$ cat src/rtl/hb_interlock.sv
module hb_interlock #(
  parameter int BLANK_CYC = 2000
) (
  input  logic clk,
  input  logic rst_n,
  input  logic en_i,
  input  logic cfg_i,
  input  logic hs_cmd_i,
  input  logic ls_cmd_i,
  input  logic hs_gate_low_i,
  input  logic hs_off_i,
  input  logic ls_off_i,
  output logic hs_req_o,
  output logic ls_req_o
);

  localparam int CW = (BLANK_CYC > 0) ? $clog2(BLANK_CYC + 1) : 1;
  localparam logic [CW-1:0] BLANK_LD = CW'(BLANK_CYC);

  logic [1:0] en_ff, cfg_ff, hs_ff, ls_ff, dis_ff;
  logic [CW-1:0] blank_cnt;
  logic hs_q, ls_q;

  always_ff @(posedge clk or negedge rst_n) begin
    if (!rst_n) begin
      en_ff  <= 2'b00;
      cfg_ff <= 2'b11;
      hs_ff  <= 2'b00;
      ls_ff  <= 2'b00;
      dis_ff <= 2'b00;
    end else begin
      en_ff  <= {en_ff[0],  en_i};
      cfg_ff <= {cfg_ff[0], cfg_i};
      hs_ff  <= {hs_ff[0],  hs_cmd_i};
      ls_ff  <= {ls_ff[0],  ls_cmd_i};
      dis_ff <= {dis_ff[0], hs_gate_low_i};
    end
  end

  wire en_s  = en_ff[1];
  wire cfg_s = cfg_ff[1];
  wire hs_s  = hs_ff[1];
  wire ls_s  = ls_ff[1];
  wire dis_s = dis_ff[1];

  always_ff @(posedge clk or negedge rst_n) begin
    if (!rst_n)               blank_cnt <= BLANK_LD;
    else if (!en_s)           blank_cnt <= BLANK_LD;
    else if (blank_cnt != '0) blank_cnt <= blank_cnt - 1'b1;
  end

  wire live = en_s && (blank_cnt == '0);

  wire hs_nxt = live && hs_s && !hs_off_i && !(cfg_s && ls_q);
  wire ls_nxt = live && ls_s && !ls_off_i &&
                (!cfg_s || (!hs_s && !hs_q && dis_s));

  always_ff @(posedge clk or negedge rst_n) begin
    if (!rst_n) begin
      hs_q <= 1'b0;
      ls_q <= 1'b0;
    end else begin
      hs_q <= hs_nxt;
      ls_q <= ls_nxt;
    end
  end

  assign hs_req_o = hs_q;
  assign ls_req_o = ls_q;

  AST_SLEEP_OFF:   assert property (@(posedge clk) disable iff (!rst_n) !en_s |=> (!hs_req_o && !ls_req_o));
  AST_BLANK_OFF:   assert property (@(posedge clk) disable iff (!rst_n) (en_s && blank_cnt != '0) |=> (!hs_req_o && !ls_req_o));
  AST_INDEP_HS:    assert property (@(posedge clk) disable iff (!rst_n) (live && !cfg_s && hs_s && !hs_off_i) |=> hs_req_o);
  AST_NO_OVERLAP:  assert property (@(posedge clk) disable iff (!rst_n) cfg_s |=> !(hs_req_o && ls_req_o));
  AST_LS_WAIT_DIS: assert property (@(posedge clk) disable iff (!rst_n) (cfg_s && !dis_s) |=> !ls_req_o);
  AST_HS_KILL:     assert property (@(posedge clk) disable iff (!rst_n) hs_off_i |=> !hs_req_o);
  AST_LS_KILL:     assert property (@(posedge clk) disable iff (!rst_n) ls_off_i |=> !ls_req_o);
  AST_HS_GAP:      assert property (@(posedge clk) disable iff (!rst_n) (cfg_s && ls_req_o) |=> !hs_req_o);

endmodule

$ cat config.mk
export PLATFORM = sky130hd
export DESIGN_NAME = hb_interlock
export DESIGN_NICKNAME = d
export VERILOG_FILES = /design/src/rtl/hb_interlock.sv
export SDC_FILE = /design/constraint.sdc
export NUM_CORES = 1
export LEC_CHECK = 0
export ABC_AREA = 1
export ABC_CLOCK_PERIOD_IN_PS = 4500
export BUFFER_PORTS_ARGS = -buffer_cell sky130_fd_sc_hd__buf_2
export CAP_MARGIN = 0
export CELL_PAD_IN_SITES_DETAIL_PLACEMENT = 1
export CELL_PAD_IN_SITES_GLOBAL_PLACEMENT = 2
export CORE_MARGIN = 5
export CORE_UTILIZATION = 37
export DETAILED_ROUTE_END_ITERATION = 7
export GPL_TIMING_DRIVEN = 1
export PLACE_DENSITY_LB_ADDON = 0.1
export SETUP_SLACK_MARGIN = 0.3
export SLEW_MARGIN = 40
export SYNTH_ARGS = -nofsm -noshare
export SYNTH_HDL_FRONTEND = slang
export SYNTH_SLANG_ARGS = --single-unit
$ cat constraint.sdc
create_clock -name clk -period 4.5 [get_ports clk]
set_clock_uncertainty 0.15 [all_clocks]
set_input_delay 0.675 -clock clk [delete_from_list [all_inputs] [get_ports clk]]
set_output_delay 0.675 -clock clk [all_outputs]
set_load 0.05 [all_outputs]
==> results of run 1 <==
[flip-flops by register name (all words and copies together), names as in the netlist]
register   flops
blank_cnt     11
cfg_ff         2
dis_ff         2
en_ff          2
hs_ff          2
ls_ff          2
hs_req_o       1
ls_req_o       1
[report_power, final]
part / leakage [uW] / total, uW / internal [uW] / switching (uW)
clock: 0.0000177 / 96.2 / 33.2 / 63.1
sequential: 0.000270 / 231 / 221 / 10.0
combinational: 0.000274 / 47.9 / 16.4 / 31.5
[through the flow]
stage                     power [uW]  cells
final                            375    157
after global routing             398    157
after CTS                        382    157
after detailed placement         283    153
after global placement           282    153
after floorplan                  266    113
[layout make-up]
class                           instances  share of cell area (%)
Multi-Input combinational cell         71                    31.7
Tap cell                               31                    3.44
Sequential cell                        23                    51.9
Clock buffer                            3                    2.00
Inverter                               18                    5.99
Timing Repair Buffer                   10                    4.44
Clock inverter                          1                   0.444
[layer usage]
layer | global-route usage, % | vias to the layer above | wire length, um | part of all wire [%]
li1 | - | 378 | - | -
met1 | 13.8 | 356 | 1000 | 52
met2 | 16.7 | 5 | 871 | 45
met3 | 2.34 | 2 | 47 | 2.4
met4 | 4.77 | 0 | 17 | 0.88
met5 | 0 | - | 0 | 0
[worst register-to-register path: stages (launching register included)]
cell	delay (ns)
dfrtp_1	0.40
inv_1	0.14
ha_1	0.27
nand2_2	0.10
nor2_4	0.14
nand2_2	0.10
inv_2	0.06
nand3_2	0.09
nand2_1	0.10
inv_1	0.04
[worst paths after layout]
kind,startpoint,end,slack (ns),depth (start not counted)
min reg2reg,hs_ff[0]$_DFF_PN0_,hs_ff[1]$_DFF_PN0_,0.21,0
max reg2reg,blank_cnt[0]$_DFFE_PN0P_,blank_cnt[6]$_DFFE_PN1P_,2.85,9
min in group clk,hs_ff[0]$_DFF_PN0_,hs_ff[1]$_DFF_PN0_,0.21,0
max in group asynchronous,rst_n,blank_cnt[6]$_DFFE_PN1P_,3.66,1
max,ls_req_o$_DFF_PN0_,ls_req_o,2.73,1
min,rst_n,blank_cnt[5]$_DFFE_PN0P_,0.15,1
[layout by cell type (no fill, tap or decap)]
| cell | synthesis | final |
|---|---|---|
| nand3_1 | 8 | 8 |
| nand3_4 | 1 | 1 |
| dfstp_2 | 8 | 8 |
| nor2_1 | 14 | 14 |
| inv_1 | 16 | 16 |
| nand2_1 | 26 | 26 |
| nand3_2 | 1 | 1 |
| dfrtp_1 | 15 | 15 |
| buf_2 | 0 | 10 |
| nand4_1 | 3 | 3 |
| nor2_2 | 1 | 1 |
| nor2_4 | 3 | 3 |
| inv_2 | 2 | 2 |
| or2_2 | 1 | 1 |
| o21ai_1 | 1 | 1 |
| nand2_2 | 2 | 2 |
| clkinv_2 | 0 | 1 |
| a21oi_1 | 4 | 4 |
| ha_1 | 1 | 1 |
| clkbuf_4 | 1 | 3 |
| o21ai_0 | 5 | 5 |
[kinds of logic after synthesis]
kind of cell             Yosys count
adder cells (fa/ha/maj)            1
AO/OA/AOI/OAI                     10
flip-flops                        23
AND/OR/NAND/NOR                   60
buffers and inverters             19
==> flow_metrics.py, run 1 <==
metrics = {
    "run_status": {
        "status": "complete, no violations",
    },
    "routing": {
        "firstDrtPassIters": 2,
        "num_vias": 741,
        "antenna_left": 0,
        "drt-total-wl_um": 1940,
        "drtIter0Drc": 24,
        "wl_per_cell_um": 12.3,
        "drc": 0,
        "via_per_inst": 4.72,
    },
    "power_and_ir_drop": {
        "pwr_density_cell_mw_per_mm2": 332,
        "peakVddDrop_uv": 207,
        "leakage_uw": 0.000562,
    },
    "yosys": {
        "yosys.area_share.simple_pct": 29.0,
        "ys_warn_count": 0,
        "synth_xor_area_share_pct": 0,
        "syn-cell-area_mm2": 0.00102,
        "synth_area_leader_cell": "dfrtp_1",
        "yosysMostFrequentCell": "nand2_1",
        "synth.net_count": 123,
        "synth_area_leaders": "dfrtp_1 (37%), dfstp_2 (21%), nand2_1 (9.6%)",
        "synth_commonest_cells": "nand2_1 (26), inv_1 (16), dfrtp_1 (15)",
        "synth_top_area_share_pct": 36.9,
        "post_synth.cell_area_avg_um2": 9.01,
        "synth-seq-area-share_pct": 57.5,
        "synth-seq-cells": 23,
        "synthMuxAreaShare_pct": 0,
        "synth_top_family_by_area": "simple AND/OR/NAND/NOR gates",
        "synth_edf_count": 0,
        "synthFlopType": "dfrtp_1",
        "synth_cell_types": 19,
        "synthAdderAreaFrac_pct": 1.23,
        "synthCells": 113,
        "synthArstFlopShare_pct": 100,
        "synth_compound_area_share_pct": 4.91,
    },
    "sta": {
        "setup_viol": 0,
        "finalMaxSlewViolations": 0,
        "hold_viol_final": 0,
        "maxSlewHeadroom_pct": 66.3,
        "fin_ws_ns": 2.73,
        "holdWs_ns": 0.155,
        "finalSetupTns_ns": 0,
        "fin_crit_ns": 1.77,
        "clock.fmax_ghz": 0.566,
        "tightest_slew_ns": 0.505,
        "fin_crit_sh_pct": 39.3,
        "rsz0062_at_grt": "false",
    },
    "final_layout": {
        "seq_area_um2": 586,
        "finish.utilization_pct": 42.0,
        "drive_gt1_share_pct": 26.2,
        "multiInputGateArea_um2": 358,
        "syn_to_final_growth_pct": 10.7,
        "antennaDiodeCount": 0,
        "design_area_mm2": 0.00113,
        "nets": 137,
        "n_fill_cell": 340,
    },
    "hold_path": {
        "hp-class": "input pin to asynchronous set/reset pin",
    },
    "worst_setup_path": {
        "critPathBufInv": 1,
        "cpPeakStageDelay_ns": 0.37,
        "required_ns": 3.67,
        "cp_cell_sequence": "buf_2",
        "arrival_ns": 0.94,
        "critPathKind": "flip-flop to output port",
        "end_kind": "output port",
        "worstPathMaxFanout": 2,
        "startpoint_type": "flip-flop",
        "worst_path_dominant_cell_family": "flip-flops",
        "cp_slowest_cell": "dfrtp_1",
    },
    "clock_network": {
        "clock_latency_ns": 0.31,
        "cts_tree": "built",
        "cts_made_buffers": 3,
        "clk_pin_slew_ns": 0.14,
        "hold_buffers": 0,
        "cts_buffer_depth": 2,
        "cts_setup_buffers": 0,
        "htree_num_levels": 1,
        "root_buffer": "clkbuf_4",
        "cts.sinks": 23,
        "post_cts_resized": 0,
    },
    "grt": {
        "grt_pass1_wl_um": 3360,
        "antenna_found_initial": 0,
        "grt_util_all_layers_pct": 10.6,
        "grt_pass1_vias": 778,
        "grt_max_degree": 24,
        "grt_overflow": 0,
    },
    "die": {
        "die-area_mm2": 0.00390,
        "dieHeight_um": 62.5,
        "io_pins": 11,
        "initial_core_util_pct": 37.9,
        "core_area_mm2": 0.00269,
        "row_count": 19,
        "dieWidth_um": 62.5,
    },
    "placed_design": {
        "io_buffer_count": 10,
        "place_area_mm2": 0.00110,
        "place_ws_ns": 2.85,
        "place_congestion": 0.784,
        "hpwl_um": 1490,
    },
    "run": {
        "cap_violations": 0,
    },
}
(Power assumes the default switching activity.)
==> run 2: changes to the inputs <==
--- a/config.mk
+++ b/config.mk
@@ -5,14 +5,14 @@
 export SDC_FILE = /design/constraint.sdc
 export NUM_CORES = 1
 export LEC_CHECK = 0
-export ABC_AREA = 1
-export ABC_CLOCK_PERIOD_IN_PS = 4500
+export ABC_AREA = 0
+export ABC_CLOCK_PERIOD_IN_PS = 1500
 export BUFFER_PORTS_ARGS = -buffer_cell sky130_fd_sc_hd__buf_2
 export CAP_MARGIN = 0
 export CELL_PAD_IN_SITES_DETAIL_PLACEMENT = 1
 export CELL_PAD_IN_SITES_GLOBAL_PLACEMENT = 2
 export CORE_MARGIN = 5
-export CORE_UTILIZATION = 37
+export CORE_UTILIZATION = 33
 export DETAILED_ROUTE_END_ITERATION = 7
 export GPL_TIMING_DRIVEN = 1
 export PLACE_DENSITY_LB_ADDON = 0.1
==> constraint.sdc (replaced) <==
create_clock -name clk -period 1.5 [get_ports clk]
set_clock_uncertainty 0.15 [all_clocks]
set_input_delay 0.225 -clock clk [delete_from_list [all_inputs] [get_ports clk]]
set_output_delay 0.225 -clock clk [all_outputs]
set_load 0.05 [all_outputs]
==> run 2 against run 1 <==
Compared with the run above: the run now ends with negative setup slack left; highest routed layer unchanged; worst hold slack improved by 0.060 ns; setup slack got worse by 3.0 ns; synthesized cell count fell by 27%; synthesized area fell by 3.1%; routed wire length rose by 20%; die area rose by 7.3%; critical endpoint is now blank_cnt[7]$_DFFE_PN1P_; critical path depth rose by 3; first-iteration DRC count fell by 46%; power rose to 3.4 times the previous value; sequential share of layout area fell by 14 points; sequential power rose to 3.0 times the previous value; combinational power rose to 6.2 times the previous value.
==> flow_metrics.py, run 2 <==
metrics = {
    "worst_setup_path": {
        "regToRegSetupSlack_ns": -0.24,
        "ff2ff_path_depth": 4,
        "startpoint_type": "flip-flop",
        "end_kind": "flip-flop",
        "r2r_start": "blank_cnt[6]$_DFFE_PN1P_",
        "required_ns": 1.59,
        "arrival_ns": 1.83,
        "critPathKind": "flip-flop to flip-flop",
        "worstPathMaxFanout": 5,
        "r2r_end": "blank_cnt[7]$_DFFE_PN1P_",
    },
    "yosys": {
        "ys_warn_count": 0,
        "synth_area_leaders": "dfrtp_1 (38%), dfstp_2 (21%), nand2_1 (3.8%)",
        "synth_area_leader_cell": "dfrtp_1",
        "synthCells": 83,
        "syn-cell-area_um2": 987,
        "synth-seq-area-share_pct": 59.3,
        "synth.net_count": 93,
        "post_synth.cell_area_avg_um2": 11.9,
        "synth_edf_count": 0,
        "synth_cell_types": 33,
        "synthArstFlopShare_pct": 100,
        "synth_commonest_cells": "dfrtp_1 (15), nand2_1 (10), dfstp_2 (8)",
        "synth-seq-cells": 23,
        "yosysMostFrequentCell": "dfrtp_1",
        "synthFlopType": "dfrtp_1",
        "synth_top_area_share_pct": 38.0,
    },
    "final_layout": {
        "largest_register_ffs": 11,
        "drive_gt1_share_pct": 55.0,
        "regMostFlops": "blank_cnt",
        "multiInputGateArea_um2": 504,
        "finish.utilization_pct": 54.3,
        "syn_to_final_growth_pct": 54.4,
        "antennaDiodeCount": 0,
        "seq_area_um2": 586,
        "nets": 140,
        "final_cell_mix": "buf_4 (19), dfrtp_1 (15)",
        "final_common_cell": "buf_4",
        "design_area_mm2": 0.00152,
        "n_fill_cell": 314,
    },
    "clock_network": {
        "clock_latency_ns": 0.31,
        "cts_tree": "built",
        "root_buffer": "clkbuf_4",
        "htree_num_levels": 1,
        "cts_made_buffers": 3,
        "cts.sinks": 23,
        "clk_pin_slew_ns": 0.13,
        "cts_buffer_depth": 2,
    },
    "hold_path": {
        "hp-class": "flip-flop to flip-flop",
        "hold_path_startpoint": "dis_ff[0]$_DFF_PN0_",
        "hold_path_depth": 0,
        "whs_endpoint": "dis_ff[1]$_DFF_PN0_",
    },
    "grt": {
        "met1_usage_pct": 15.2,
        "antenna_found_initial": 0,
        "grt_overflow": 0,
        "use_met2_pct": 23.2,
        "grt_util_all_layers_pct": 12.9,
        "gr-max-usage-layer": "met2",
        "grt_pass1_vias": 889,
        "grt_max_degree": 24,
        "met3_usage_pct": 3.63,
        "grt_pass1_wl_um": 4150,
    },
    "routing": {
        "drc": 0,
        "via_per_inst": 4.93,
        "wl_per_cell_um": 14.5,
        "num_vias": 788,
        "drtIter0Drc": 13,
        "firstDrtPassIters": 4,
        "antenna_left": 0,
        "drt-total-wl_um": 2320,
    },
    "die": {
        "row_count": 19,
        "initial_core_util_pct": 35.2,
        "core_area_mm2": 0.00281,
        "dieWidth_um": 64.7,
        "io_pins": 11,
        "die-area_mm2": 0.00419,
        "dieHeight_um": 64.7,
    },
    "placed_design": {
        "place_congestion": 0.703,
        "hpwl_um": 1660,
        "io_buffer_count": 10,
        "place_area_mm2": 0.00125,
    },
    "run_status": {
        "violations": "negative setup slack",
        "status": "complete, but fails checks",
    },
    "sta": {
        "setup_viol": 8,
        "tightest_slew_ns": 0.520,
        "fin_crit_sh_pct": 116,
        "clock.fmax_ghz": 0.575,
        "maxSlewHeadroom_pct": 65.3,
        "hold_viol_final": 0,
        "finalMaxSlewViolations": 0,
        "fin_ws_ns": -0.238,
        "fin_crit_ns": 1.74,
        "rsz0062_at_grt": "true",
    },
    "power_and_ir_drop": {
        "peakVddDrop_uv": 531,
        "leakage_uw": 0.000690,
        "pwr_density_cell_mw_per_mm2": 841,
        "total_power_uw": 1280,
    },
    "run": {
        "cap_violations": 0,
    },
}
## run 2: changes by cell type after synthesis, moves of 3 or more
cell,delta
a21oi_1,-3
nand4_1,-3
nor2_4,-3
inv_1,-12
nand2_1,-16
a21boi_0,+3
nor2_1,-7
nor3_1,+3
nand3_1,-4
## run 2: area by class of cell
cell class                 instances  area share, %
multi-input combinational         55           33.1
tap                               31           2.55
sequential                        23           38.4
clock inverter                     1          0.328
inverter                           4          0.985
timing repair buffer              43           23.2
clock buffer                       3           1.48
## run 2: where the power goes
group	total (uW)	internal [uW]	switching, uW
Sequential	694	664	30.4
Combinational	299	159	140
Clock	288	99.6	188
## run 2: kinds of logic after synthesis
group / Yosys count / synth area share, %
compound gates: 16 / 12.8
flops: 23 / 59.3
simple gates: 36 / 22.6
fa+ha+maj: 1 / 1.27
buf+inv: 5 / 1.90
mux: 2 / 2.15
## run 2: per-stage QoR
stage	TNS (ns)	worst slack [ns]	hold slack (ns)	cells
3_5_place_dp	-1.55	-0.244	0.0787	141
5_1_grt	-1.94	-0.261	0.224	160
3_3_place_gp	-1.28	-0.217	0.0745	141
4_1_cts	-1.35	-0.239	0.217	159
2_1_floorplan	-0.831	-0.197	-0.221	83
6_report	-1.23	-0.238	0.215	160
## run 2: worst max-delay path: stages (launching register included)
cell and delay, ns:
dfstp_2 0.39, or4_4 0.57, nor2_8 0.16, a211oi_2 0.09, mux2_1 0.32
## run 2: how the worst max path moves through the flow
stage | start | end | cells after the start
2_1_floorplan | blank_cnt[9]$_DFFE_PN1P_ | blank_cnt[7]$_DFFE_PN1P_ | 4
3_3_place_gp | blank_cnt[9]$_DFFE_PN1P_ | hs_req_o$_DFF_PN0_ | 4
3_5_place_dp | blank_cnt[9]$_DFFE_PN1P_ | ls_req_o$_DFF_PN0_ | 4
4_1_cts | blank_cnt[6]$_DFFE_PN1P_ | blank_cnt[7]$_DFFE_PN1P_ | 4
5_1_grt | blank_cnt[6]$_DFFE_PN1P_ | blank_cnt[7]$_DFFE_PN1P_ | 4
6_report | blank_cnt[6]$_DFFE_PN1P_ | blank_cnt[7]$_DFFE_PN1P_ | 4
## run 2: timing repair
item / 4_1_cts / 5_1_grt
setup buffers: 6 / 1
pin swaps: 10 / 5
hold buffers: 8 / 0
setup endpoints to repair: 15 / 15
gates resized for setup: 22 / 5
endpoints found under the hold margin: 22 / 0
## run 2: metal layers
layer,routed length [um],share of wire (%)
met1,1010,44
met2,1210,52
met3,75,3.2
met4,17,0.73
met5,0,0
